$ cat src/rtl/csd_mult_pkg.sv
package csd_mult_pkg;
  typedef enum logic [1:0] {DIG_ZERO, DIG_POS, DIG_NEG} digit_e;

  function automatic digit_e digit_at(input logic pos, input logic neg);
    if (pos) return DIG_POS;
    if (neg) return DIG_NEG;
    return DIG_ZERO;
  endfunction

  function automatic int digit_shift(input int k, input int cf);
    return k - cf;
  endfunction
endpackage

$ cat src/rtl/csd_digit_term.sv
module csd_digit_term #(
  parameter int AW    = 28,
  parameter int SHIFT = 0,
  parameter bit NEG   = 1'b0
) (
  input  logic [AW-1:0] xg_i,
  output logic [AW-1:0] term_o
);
  logic [AW-1:0] shifted;

  generate
    if (SHIFT >= 0) begin : g_left
      assign shifted = xg_i << SHIFT;
    end else begin : g_right
      localparam int RSH = -SHIFT;
      assign shifted = AW'($signed(xg_i) >>> RSH);
    end
    if (NEG) begin : g_sub
      assign term_o = AW'(0) - shifted;
    end else begin : g_add
      assign term_o = shifted;
    end
  endgenerate
endmodule

$ cat src/rtl/csd_accum.sv
module csd_accum #(
  parameter int AW = 28,
  parameter int N  = 22
) (
  input  logic [N-1:0][AW-1:0] terms_i,
  output logic [AW-1:0]        sum_o
);
  always_comb begin
    sum_o = '0;
    for (int i = 0; i < N; i++) sum_o = sum_o + terms_i[i];
  end
endmodule

$ cat src/rtl/csd_out_stage.sv
module csd_out_stage #(
  parameter int DW      = 25,
  parameter int GUARD   = 3,
  parameter bit OUT_REG = 1'b1
) (
  input  logic                clk_i,
  input  logic                rst_ni,
  input  logic [DW+GUARD-1:0] sum_i,
  output logic [DW-1:0]       y_o
);
  logic [DW-1:0]    y_trunc;
  logic [DW-1:0]    y_q;
  logic [GUARD-1:0] unused_guard;

  // drop guard LSBs: floor toward -inf
  assign y_trunc      = sum_i[DW+GUARD-1:GUARD];
  assign unused_guard = sum_i[GUARD-1:0];

  always_ff @(posedge clk_i or negedge rst_ni) begin
    if (!rst_ni) y_q <= '0;
    else         y_q <= y_trunc;
  end

  assign y_o = OUT_REG ? y_q : y_trunc;
endmodule

$ cat src/rtl/csd_const_mult.sv
module csd_const_mult
  import csd_mult_pkg::*;
#(
  parameter int             DW       = 25,
  parameter int             FW       = 14,
  parameter int             GUARD    = 3,
  parameter int             CD       = 22,
  parameter int             CF       = 14,
  parameter logic [CD-1:0]  POS_MASK = 22'h004100,
  parameter logic [CD-1:0]  NEG_MASK = 22'h000410,
  parameter bit             OUT_REG  = 1'b1
) (
  input  logic          clk_i,
  input  logic          rst_ni,
  input  logic [DW-1:0] x_i,
  output logic [DW-1:0] y_o
);
  localparam int            AW       = DW + GUARD;
  localparam logic [CD-1:0] NZ_MASK  = POS_MASK | NEG_MASK;
  localparam int            FW_CHECK = FW;

  logic [AW-1:0]         xg;
  logic [CD-1:0][AW-1:0] terms;
  logic [AW-1:0]         sum;

  generate
    if ((POS_MASK & NEG_MASK) != '0) begin : g_bad_overlap
      $error("digit set in both masks");
    end
    if ((NZ_MASK & (NZ_MASK >> 1)) != '0) begin : g_bad_adjacent
      $error("adjacent non-zero digits");
    end
    if (FW_CHECK >= DW) begin : g_bad_fw
      $error("fraction width exceeds word width");
    end
  endgenerate

  assign xg = {x_i, {GUARD{1'b0}}};

  for (genvar k = 0; k < CD; k++) begin : g_digit
    localparam digit_e DIG = digit_at(POS_MASK[k], NEG_MASK[k]);
    if (DIG == DIG_ZERO) begin : g_none
      assign terms[k] = '0;
    end else begin : g_term
      csd_digit_term #(
        .AW   (AW),
        .SHIFT(digit_shift(k, CF)),
        .NEG  (DIG == DIG_NEG)
      ) term_i (
        .xg_i  (xg),
        .term_o(terms[k])
      );
    end
  end

  csd_accum #(.AW(AW), .N(CD)) accum_i (
    .terms_i(terms),
    .sum_o  (sum)
  );

  csd_out_stage #(.DW(DW), .GUARD(GUARD), .OUT_REG(OUT_REG)) out_i (
    .clk_i (clk_i),
    .rst_ni(rst_ni),
    .sum_i (sum),
    .y_o   (y_o)
  );
endmodule

$ cat config.mk
export PLATFORM = sky130hd
export DESIGN_NAME = csd_const_mult
export DESIGN_NICKNAME = d
export VERILOG_FILES = /design/src/rtl/csd_mult_pkg.sv /design/src/rtl/csd_digit_term.sv /design/src/rtl/csd_accum.sv /design/src/rtl/csd_out_stage.sv /design/src/rtl/csd_const_mult.sv
export SDC_FILE = /design/constraint.sdc
export NUM_CORES = 1
export LEC_CHECK = 0
export BUFFER_PORTS_ARGS = -buffer_cell sky130_fd_sc_hd__buf_2
export CAP_MARGIN = 10
export CORE_ASPECT_RATIO = 1.5
export CORE_MARGIN = 1
export CORE_UTILIZATION = 60
export DETAILED_ROUTE_END_ITERATION = 7
export HOLD_SLACK_MARGIN = 0.03
export PLACE_DENSITY = 0.87
export SLEW_MARGIN = 25
export SYNTH_ARGS = -nofsm -noshare
export SYNTH_HDL_FRONTEND = slang
export SYNTH_HIERARCHICAL = 1
export SYNTH_SLANG_ARGS = --single-unit
$ cat constraint.sdc
create_clock -name clk_i -period 0.9 [get_ports clk_i]
set_clock_uncertainty 0.2 [all_clocks]
set_input_delay 0.09 -clock clk_i [delete_from_list [all_inputs] [get_ports clk_i]]
set_output_delay 0.09 -clock clk_i [all_outputs]
set_load 0.005 [all_outputs]
; ---- Word level (Yosys, flattened, before mapping)
; Index checks and enable logic that the tools add are counted.
[totals]
regBits = 25
inputBits = 27
output_inout_bits = 25
wordCells = 6
[op_classes]
n_addsub = 5
[op_table]
columns = operator, n
row1 = adder 28 bit, 2
row2 = subtractor 1 x 24 -> 25 bit (first input constant), 1
row3 = adder 19 x 22 -> 23 bit, 1
row4 = subtractor 1 x 18 -> 19 bit (first input constant), 1

; ---- Depth between registers and ports, before layout
[logic_depth]
word_depth = 4
depth_mapped = 26
mapped_depth_nobuf = 25

; ---- Hierarchy
; The synthesis kept the hierarchy.
[by_module_without_submodules]
columns = mod, instances, cells_per_inst, area_per_inst_um2, seq_area_each_um2
row1 = csd_accum, 1, 1419, 14725.4, 0.0
row2 = csd_out_stage, 1, 25, 625.6, 625.6
row3 = csd_digit_term (g_digit[10].g_term.term_i), 1, 70, 536.8, 0.0
row4 = csd_digit_term (g_digit[4].g_term.term_i), 1, 54, 451.7, 0.0
row5 = csd_digit_term (g_digit[14].g_term.term_i ...), 2, 28, 210.2, 0.0
row6 = csd_const_mult, 1, 1, 3.8, 0.0

; ---- Worst setup path after synthesis
; OpenSTA, ideal clock, no wires.
[synth_path]
kind = input -> register
start = input x_i[11]
end = register out_i.y_q[20], in the netlist out_i/y_o[20]
setup_ns = 0.080
arrival_time_ns = 5.995
t_required_ns = 0.620
setup_slack_ns = -5.375
path_stages = 21
path_buffers = 0
path_cell_list = nor4_2 and4_1 nand2_1 xor2_1 fa_1 fa_1 inv_1 fa_1 inv_1 fa_1 fa_1 fa_1 fa_1 ha_1 a211o_1 a21oi_1 o21ai_1 a21oi_1 a21bo_1 a21oi_1 xnor2_1
[synth_rtl]
columns = item, line_no
row1 = from (decl), csd_const_mult.sv:15  ; input logic [DW-1:0] x_i,
row2 = to (signal assigned), csd_out_stage.sv:21  ; else y_q <= y_trunc;
row3 = to (decl), csd_out_stage.sv:12  ; logic [DW-1:0] y_q;

==> results.md <==
- Async SR Flop Fraction: 100.0%
- Yosys cell types: 55
- Failing checks: design-rule violations, negative setup slack
- Prevailing post-synth register cell: dfrtp_1
- Core area: 27,310 um^2
- Die area: 28,620 um^2
- Synth top area share: 62.46%
- WL/cell: 18.34 um
- Max_cap viols: 0
- CTS root buffer: clkbuf_16
- Final Hold Fails: 0
- Total track usage: about 33%
- CTS tree: yes
- # DRC: 11
- Die span in x: 138.5 um
- Slew Limit Fails: 0
- RSZ-0062 raised after global routing: true
- Ys Warns: 6
- Startpoint Class: input port
- Peak Freq: ~150 MHz
- Initial antenna violation count: 1
- Hpwl dp: 36,670 um
- Slew @ Worst Pin: 0.7675 ns
- # setup viols final: 50
- P&R area growth vs syn: 25.56%
- Number of H-tree levels: 1
- Commonest cells in the synthesized netlist: inv_1, fa_1, xnor2_1
- Outcome: finished with violations
- Overflow after GRT: 0
- Drt pass-1 iters: 7
- Layout Nets: 2,847
- Syn_area_per_cell: a little over 10 um^2
- Post-Syn Area: around 17,000 um^2
- Setup crit end kind: register
- Min Hold Slack: ~0.091 ns
- Ports: 52
- Synth area leaders: fa_1, inv_1, xnor2_1, dfrtp_1, buf_4
- Mapped Cells: 1,625
- Fin cells: 2,599
- Worst Path Arrival: ~6.7 ns
- Most common cell in the netlist: inv_1
- Clock Sinks: 25
- Final Worst Setup Slack: -5.816 ns
- Placed cell areas: around 20,000 um^2
- Longest Clk Path Bufs: 2
- Iteration-0 DRC count of the detailed router: ~590
- Largest area contributor in the netlist: fa_1
- First-pass GRT wire length: 69,500 um
- Slew headroom: roughly half
- Vias in the first global route: 15,420
- Worst setup path class: input port to register
- Highest Signal Layer: met4
- Die H: 206.7 um
- Worst EP required: 0.87 ns
- Max reg flops: 25
- Sequential share of the synthesized area: 3.732%
- Synthesis-stage register bit count: 25
- Largest net degree at the start of global routing: 26
- Clk pin slew, worst setup/hold paths: about 0.060 ns
- Inst Count DP: 2,560
- Met2 WL post-DR: between 20,000 and 30,000 um
- Final Cell Area: 21,050 um^2
- Crit path time final: approximately 6.7 ns
- Share of cells above drive strength 1: 15.65%
- Initial core utilization: 61.37%
- Post-DRT Antenna Nets: 0
- Met3 wire len: 2294 um
- Final Cycle Share: 746.3%
- WL final: around 48,000 um
- Standard-cell row count: 74
- Vias/cell: 4.763
- Setup_tns: -136.35 ns
- Input/output buffers: 51
- CTS buffer count: 3
- RePlAce Congestion: 0.8678
- Wl on met1: 11,670 um
- Number of flops mapped to enable cells by yosys: 0
- Hold WC Path Type: input port to async pin
- Via count: about 12,000
- Max Fanout on Critical Path: 5
[worst max-delay path by stage]
stage                    end  depth (start not counted)    start  slack, ns
6_report       out_i/y_o[17]                         23   x_i[5]      -5.82
5_1_grt        out_i/y_o[17]                         23   x_i[5]      -5.95
4_1_cts        out_i/y_o[24]                         24  x_i[10]      -5.57
3_5_place_dp   out_i/y_o[23]                         25  x_i[11]      -5.97
3_3_place_gp   out_i/y_o[24]                         23  x_i[11]      -5.70
2_1_floorplan  out_i/y_o[23]                         21   x_i[3]      -5.27
[routing by layer]
layer | up-vias | track usage [%]
met5 | - | 0
met3 | 430 | 4.844
met2 | 647 | 67.40
met1 | 6237 | 24.04
met4 | 0 | 34.27
li1 | 5064 | -
[cell families (layout without fill, tap and decap cells)]
group | count (synthesis) | count (layout) | share of synthesized area (%)
DFF | 25 | 25 | 3.732
adders and majority gates | 563 | 563 | 65.44
AOI/OAI and AO/OA | 63 | 63 | 2.642
other | 1 | 508 | 0.02237
and+or+nand+nor | 109 | 109 | 4.262
buffers and inverters | 764 | 889 | 18.67
xor gates and xnor gates | 100 | 100 | 5.225
[final cells by class]
type | count | area [um^2]
clock buffers | 3 | 75.07
diodes | 1 | 2.502
well taps | 342 | 427.9
multi-input cells | 1342 | 15790
inverters | 694 | 2625
clock inverters | 1 | 7.507
repair buffers | 191 | 1498
fillers | 1514 | 6266
flip-flops and latches | 25 | 625.6
[placed cells by master (no fill, tap or decap), types with 19 or more instances in the layout]
cell type	n
buf_2	45
buf_4	113
buf_6	23
conb_1	507
dfrtp_1	25
fa_1	512
ha_1	22
inv_1	681
nor2_1	19
xnor2_1	67
[stage by stage]
step	setup WS (ns)	util, %
2_1_floorplan	-5.270	-
3_3_place_gp	-5.701	72.64
3_5_place_dp	-5.966	72.64
4_1_cts	-5.566	74.70
5_1_grt	-5.954	77.06
6_report	-5.816	77.06
[worst max-delay path, stage by stage]
cell and delay (ns):
buf_8 0.10, nor4_4 0.28, buf_6 0.19, nand2b_4 0.12, nor3_4 0.20, xnor2_1 0.25, fa_1 0.58, fa_1 0.53
inv_1 0.07, fa_1 0.52, inv_1 0.06, fa_1 0.58, fa_1 0.46, fa_1 0.52, fa_1 0.46, ha_4 0.20
a211oi_2 0.22, nor2_1 0.11, or2_4 0.28, o31ai_4 0.28, nand2b_1 0.13, o41ai_2 0.26, xnor2_1 0.18
[repair_timing]
action | CTS | global route
hold buffers | 1 | 0
hold endpoints to repair | 25 | 0
endpoints found under the setup margin | 50 | 50
gates resized for setup | 92 | 93
pin swaps | 55 | 73
setup buffers | 8 | 26
cloned | 0 | 0
Power is not shown: default switching activity piles up to over one toggle a cycle in this logic, so the estimate is an artifact.
